[src/rtl/ctu_pkg.sv]
package ctu_pkg;

    localparam int MODE_W = 4;

    localparam logic [MODE_W-1:0] MODE_OFF  = 4'h0;
    localparam logic [MODE_W-1:0] MODE_SET  = 4'h8;
    localparam logic [MODE_W-1:0] MODE_CLR  = 4'h9;
    localparam logic [MODE_W-1:0] MODE_FLAG = 4'hA;
    localparam logic [MODE_W-1:0] MODE_EVT  = 4'hB;

    typedef struct packed {
        logic active;
        logic set_high;
        logic drive_low;
        logic special;
    } ctu_action_t;

endpackage

[src/rtl/ctu_mode_decode.sv]
module ctu_mode_decode
    import ctu_pkg::*;
(
    input  logic [MODE_W-1:0] mode,
    output ctu_action_t       act
);
    always_comb begin
        act = '0;
        unique case (mode)
            MODE_SET:  begin act.active = 1'b1; act.set_high  = 1'b1; end
            MODE_CLR:  begin act.active = 1'b1; act.drive_low = 1'b1; end
            MODE_FLAG: begin act.active = 1'b1; end
            MODE_EVT:  begin act.active = 1'b1; act.special   = 1'b1; end
            default:   act = '0;
        endcase
    end
endmodule

[src/rtl/ctu_match_detect.sv]
module ctu_match_detect #(
    parameter int TMR_W = 16
) (
    input  logic [TMR_W-1:0] timer_val,
    input  logic [TMR_W-1:0] cmp_val,
    input  logic [TMR_W-1:0] prev_val,
    input  logic             done,
    input  logic             active,
    output logic             new_val,
    output logic             hit
);
    logic equal;

    always_comb begin
        equal   = (timer_val == cmp_val);
        new_val = (timer_val != prev_val);
        hit     = active && equal && (new_val || !done);
    end
endmodule

[src/rtl/ctu_trigger_gen.sv]
module ctu_trigger_gen #(
    parameter bit CONV_EN = 1'b1
) (
    input  logic hit,
    input  logic special,
    input  logic adc_en,
    output logic trig,
    output logic conv
);
    always_comb trig = hit && special;

    generate
        if (CONV_EN) begin : g_conv
            always_comb conv = hit && special && adc_en;
        end else begin : g_noconv
            always_comb conv = 1'b0;
        end
    endgenerate
endmodule

[src/rtl/ctu_compare_unit.sv]
module ctu_compare_unit
    import ctu_pkg::*;
#(
    parameter int TMR_W   = 16,
    parameter bit CONV_EN = 1'b1
) (
    input  logic               clk,
    input  logic               rst_n,
    input  logic [TMR_W-1:0]   timer_val,
    input  logic               cmp_wr,
    input  logic [TMR_W-1:0]   cmp_wdata,
    input  logic               mode_wr,
    input  logic [MODE_W-1:0]  mode_wdata,
    input  logic               flag_clr,
    input  logic               adc_en,
    output logic               pin_out,
    output logic               irq_flag,
    output logic               timer_rst,
    output logic               conv_start
);

    typedef struct packed {
        logic [TMR_W-1:0]  cmp;
        logic [MODE_W-1:0] mode;
        logic [TMR_W-1:0]  prev;
        logic              done;
        logic              pin;
        logic              flag;
        logic              trig;
        logic              conv;
    } ctu_state_t;

    ctu_state_t  st_q, st_d;
    ctu_action_t act_cur, act_new;
    logic        hit, new_val, trig_w, conv_w;

    ctu_mode_decode u_dec_cur (.mode(st_q.mode),  .act(act_cur));
    ctu_mode_decode u_dec_new (.mode(mode_wdata), .act(act_new));

    ctu_match_detect #(.TMR_W(TMR_W)) u_match (
        .timer_val (timer_val),
        .cmp_val   (st_q.cmp),
        .prev_val  (st_q.prev),
        .done      (st_q.done),
        .active    (act_cur.active),
        .new_val   (new_val),
        .hit       (hit)
    );

    ctu_trigger_gen #(.CONV_EN(CONV_EN)) u_trig (
        .hit     (hit),
        .special (act_cur.special),
        .adc_en  (adc_en),
        .trig    (trig_w),
        .conv    (conv_w)
    );

    always_comb begin
        st_d      = st_q;
        st_d.prev = timer_val;
        st_d.trig = trig_w;
        st_d.conv = conv_w;
        if (cmp_wr)  st_d.cmp  = cmp_wdata;
        if (mode_wr) st_d.mode = mode_wdata;

        if (hit || cmp_wr || mode_wr) st_d.done = 1'b1;
        else if (new_val)             st_d.done = 1'b0;

        if (mode_wr) begin
            if (act_new.set_high)       st_d.pin = 1'b0;
            else if (act_new.drive_low) st_d.pin = 1'b1;
        end else if (hit) begin
            if (act_cur.set_high)       st_d.pin = 1'b1;
            else if (act_cur.drive_low) st_d.pin = 1'b0;
        end

        if (hit)           st_d.flag = 1'b1;
        else if (flag_clr) st_d.flag = 1'b0;
    end

    always_ff @(posedge clk or negedge rst_n) begin
        if (!rst_n) begin
            st_q      <= '0;
            st_q.mode <= MODE_OFF;
            st_q.done <= 1'b1;
        end else begin
            st_q <= st_d;
        end
    end

    assign pin_out    = st_q.pin;
    assign irq_flag   = st_q.flag;
    assign timer_rst  = st_q.trig;
    assign conv_start = st_q.conv;

    p_match_flag_r2: assert property (@(posedge clk) disable iff (!rst_n)
        hit |=> irq_flag);
    p_pin_set_r3: assert property (@(posedge clk) disable iff (!rst_n)
        (hit && act_cur.set_high && !mode_wr) |=> pin_out);
    p_pin_clr_r4: assert property (@(posedge clk) disable iff (!rst_n)
        (hit && act_cur.drive_low && !mode_wr) |=> !pin_out);
    p_pin_keep_r5: assert property (@(posedge clk) disable iff (!rst_n)
        (hit && !act_cur.set_high && !act_cur.drive_low && !mode_wr) |=> $stable(pin_out));
    p_flag_sticky_r6: assert property (@(posedge clk) disable iff (!rst_n)
        (irq_flag && !flag_clr) |=> irq_flag);
    p_single_event_r7: assert property (@(posedge clk) disable iff (!rst_n)
        timer_rst |=> !timer_rst);
    p_conv_with_trig_r9: assert property (@(posedge clk) disable iff (!rst_n)
        conv_start |-> timer_rst);
    p_conv_gate_r9: assert property (@(posedge clk) disable iff (!rst_n)
        (hit && !adc_en) |=> !conv_start);
    p_wr_no_match_r10: assert property (@(posedge clk) disable iff (!rst_n)
        cmp_wr |=> ($stable(timer_val) -> !hit));
    p_off_quiet_r11: assert property (@(posedge clk) disable iff (!rst_n)
        (!act_cur.active && !flag_clr) |=> ($stable(irq_flag) && !timer_rst));

endmodule

[config.mk]
export PLATFORM = sky130hd
export DESIGN_NAME = ctu_compare_unit
export DESIGN_NICKNAME = d
export VERILOG_FILES = /design/src/rtl/ctu_pkg.sv /design/src/rtl/ctu_mode_decode.sv /design/src/rtl/ctu_match_detect.sv /design/src/rtl/ctu_trigger_gen.sv /design/src/rtl/ctu_compare_unit.sv
export SDC_FILE = /design/constraint.sdc
export NUM_CORES = 1
export LEC_CHECK = 0
export ABC_AREA = 1
export BUFFER_PORTS_ARGS = -buffer_cell sky130_fd_sc_hd__buf_4
export CAP_MARGIN = 20
export CORE_AREA = 8 8 72 74
export CTS_BUF_LIST = sky130_fd_sc_hd__clkbuf_16
export DETAILED_ROUTE_END_ITERATION = 8
export DIE_AREA = 0 0 80 82
export PLACE_DENSITY_LB_ADDON = 0.2
export SETUP_SLACK_MARGIN = 0.3
export SYNTH_ARGS = -nofsm -noshare
export SYNTH_HDL_FRONTEND = slang
export SYNTH_HIERARCHICAL = 1
export SYNTH_SLANG_ARGS = --single-unit
[constraint.sdc]
create_clock -name clk -period 1.6 [get_ports clk]
set_input_delay 0.16 -clock clk [delete_from_list [all_inputs] [get_ports clk]]
set_output_delay 0.16 -clock clk [all_outputs]
set_load 0.1 [all_outputs]
Yosys cells after proc, flatten, opt, wreduce, memory -nomap -nowiden
Index checks and enable logic that the tools add are counted.

Reductions and logical operators: 14. Mux-type cells: 16. Equal/unequal tests: 9.

Operators by type and width (count): 4-bit equality test (second input constant) (6); 16-bit equality test (1); 1-bit 2-to-1 mux (16); 16-bit inequality test (1); 2-bit nonzero test (3); 1-bit logical AND (4); 4-bit OR reduction (1); 1-bit logical OR (3); 3-bit by 1-bit inequality test with 1-bit output (second input constant) (1); 3-bit AND reduction (1); 3-bit nonzero test (1); 1-bit logical NOT (1).

Logic and storage cells: 47. Bits in registers: 41. Input port bits: 42. Output and inout bits: 4.

Depth between registers and ports, before layout
Depth in word-level cells: 8. Depth in mapped cells: 14. Mapped depth without buffers: 14.

Hierarchy
Netlist, hierarchy kept.

By module, submodules not included: ctu_compare_unit (sequential area each 1027.2 sq um, area an instance 1405.1 sq um, times used 1, cells each 91); ctu_match_detect (sequential area each 0.0 sq um, area an instance 585.6 sq um, times used 1, cells each 145); ctu_mode_decode (sequential area each 0.0 sq um, area an instance 43.8 sq um, times used 2, cells each 11); ctu_trigger_gen (sequential area each 0.0 sq um, area an instance 17.5 sq um, times used 1, cells each 4).

Worst setup path before layout
No wires, ideal clock.

Path type: register -> register. From: register st_q[23] (netlist name). To: register st_q (netlist bit pin_out). Path buffers: 0. Stages on the path, launching flop included: 14. Data arrival time: 1.283 ns. Required time: 1.523 ns. Setup slack: 0.240 ns. Setup time: 0.077 ns. Clock period less this slack: 1.360 ns. Path through: dfrtp_1 -> inv_1 -> nand2_2 -> inv_1 -> nand2_1 -> nor2_1 -> nand2_1 -> nor2_1 -> nand3_1 -> nor2_1 -> inv_1 -> nand2_2 -> nand3_1 -> a21oi_1.

RTL lines: to (signal assigned) (line ctu_compare_unit.sv:87) `st_q <= st_d;`; to (decl) (line ctu_compare_unit.sv:33) `ctu_state_t st_q, st_d;`.

==> results.ini <==
[placed_design]
gp_congestion = 0.755
port-buffer-count = 45
pre_cts_slack_ns = 0.0226
dpl.hpwl_um = 3250

[global_routing]
grt_pass1_wl_um = 7290
grt_pass1_vias = 1727
overflow = 0
grt_max_degree = 42
antenna_found_initial = 0
grt_usage_pct = 14.1

[floorplan]
die-height_um = 82
die_width_um = 80
fp-row-count = 24
num_io_pins = 46
placeableCoreArea_um2 = 4140
start_util_pct = 50.3
die_area_um2 = 6560

[yosys]
netlist_instances = 259
mappedNetlistNets = 301
syn-cell-area_um2 = 2080
ys_warn_count = 6
syn_avg_cell_area_um2 = 8.05

[timing]
min_period_over_period_pct = 100
slew_headroom_pct = 65.7
fin_tns_setup_ns = -0.00319
skew_ns = 0.00397
tightestPinTransition_ns = 0.515
drv_slew = 0
hold_viol_final = 0
worst_slack_ns = -0.00319
fmax_ghz = 0.624
setup_viol = 1
fin_crit_ns = 1.60
rsz0062_at_grt = true

[final_layout]
syn2layout_area_growth_pct = 28.5
drive_gt1_share_pct = 28.2
nets = 358
diodes = 0

[status]
violations = setup timing
status = complete, but fails checks

[worst_hold_path]
hold_class = in2reg

[drt]
drc_errors = 0
dr_total_vias = 1642
antenna_left = 0
drt_iter0_drc = 76
avgViaCountPerCell = 4.46
first_pass_iters = 5
drt_wl_total_um = 4520
post_drt_wl_per_cell_um = 12.3

[pwr]
p_leak_nw = 1.54
power_density_nw_per_um2 = 929
ir_drop_mv = 0.652

[cts]
h-tree-depth = 2
cts_tree = built
cts.path.max_buffers = 2
numCtsBuffers = 5
cts_sinks = 41
clkTransAtPathRegs_ns = 0.06
clkLatencyLatePin_ns = 0.27
cts_root_buf = clkbuf_16

[critical_path]
worstPathMaxFanout = 3
worstPathRequired_ns = 1.81
path_class = reg2reg
worst_setup_path_end_kind = register
critPathLaunchType = register
worstPathArrival_ns = 1.81

[run]
cap_violations = 0

through the flow:
| stage | area, um2 | power [mW] | hold WS, ns | instances | util [%] |
|---|---|---|---|---|---|
| after floorplan | 2090 | 1.42 | -0.136 | 259 | - |
| after global placement | 2450 | 1.57 | 0.174 | 353 | 59.2 |
| after detailed placement | 2450 | 1.58 | 0.172 | 353 | 59.2 |
| after CTS | 2640 | 2.52 | 0.00371 | 366 | 63.7 |
| after global routing | 2680 | 2.61 | 0.00630 | 368 | 64.6 |
| final | 2680 | 2.49 | 0.00948 | 368 | 64.6 |
cell usage in the layout (no fill, tap or decap):
cell type      count
nor3_1             1
xor2_1             4
or2_2              1
o211ai_1           1
buf_4             51
clkinv_1           1
nand2_1           89
nand2_2            3
buf_6              1
dfrtp_1           40
mux2_4             9
nor2_2             3
nand2_4            2
nor2_1            29
clkbuf_16          5
o21ai_1            3
inv_1             50
dfstp_2            1
inv_2              3
o21ai_0            7
nand3_2            2
nand3_1            1
dlygate4sd3_1      1
a21oi_2            1
mux2_2             7
cell type report:
| type | instances | area [um2] |
|---|---|---|
| timing repair buffer | 53 | 404 |
| fill | 379 | 1470 |
| clock inverter | 2 | 7.51 |
| clock buffer | 5 | 125 |
| inverter | 52 | 195 |
| multi-input combinational | 163 | 855 |
| tap | 52 | 65.1 |
| sequential | 41 | 1030 |
repair_timing:
action / 4_1_cts / 5_1_grt
endpoints found under the setup margin: 5 / 5
cloned: 0 / 0
pin swaps: 8 / 13
resized for setup: 5 / 8
hold endpoints to repair: 40 / 0
setup buffers: 5 / 2
hold buffers: 1 / 0
report_power, final:
part	internal (mW)	switching, mW	total (mW)
clock	0.557	0.358	0.915
combinational	0.194	0.216	0.410
sequential	1.11	0.0488	1.16
total	1.87	0.622	2.49
registers in the layout, indices dropped and copies added, names as in the netlist:
signal      count
conv_start      1
irq_flag        1
pin_out         1
st_q           37
timer_rst       1
critical path: stages, from the launching register on:
cell and delay [ns]:
dfrtp_1 0.40, inv_2 0.06, nand2_2 0.05, inv_1 0.05, nand2_1 0.04, nor2_1 0.09, nand2_1 0.06, nor2_1 0.11
nand3_1 0.13, nor2_2 0.17, inv_2 0.08, nand2_4 0.08, nand3_2 0.08, a21oi_2 0.12
per-layer routing:
metal | GRT usage (%) | vias to the layer above | share of wire [%]
met5 | 0 | - | 0
met4 | 4.91 | 0 | 0.75
met2 | 24.3 | 27 | 51
met1 | 17.0 | 742 | 44
li1 | - | 871 | -
met3 | 3.17 | 2 | 3.6
worst paths after layout:
path | startpoint | endpoint | slack [ns] | cells past startpoint
worst max-delay path | st_q[23] | pin_out | -0.003 | 13
worst min-delay path | timer_val[5] | st_q[10] | 0.009 | 1
worst max register to register | st_q[23] | pin_out | -0.003 | 13
worst min register to register | st_q[4] | st_q[4] | 0.47 | 2
max in group asynchronous | rst_n | st_q[4] | 0.82 | 2
min in group asynchronous | rst_n | st_q[36] | 0.41 | 2
Power figures use the tool's default switching activity.
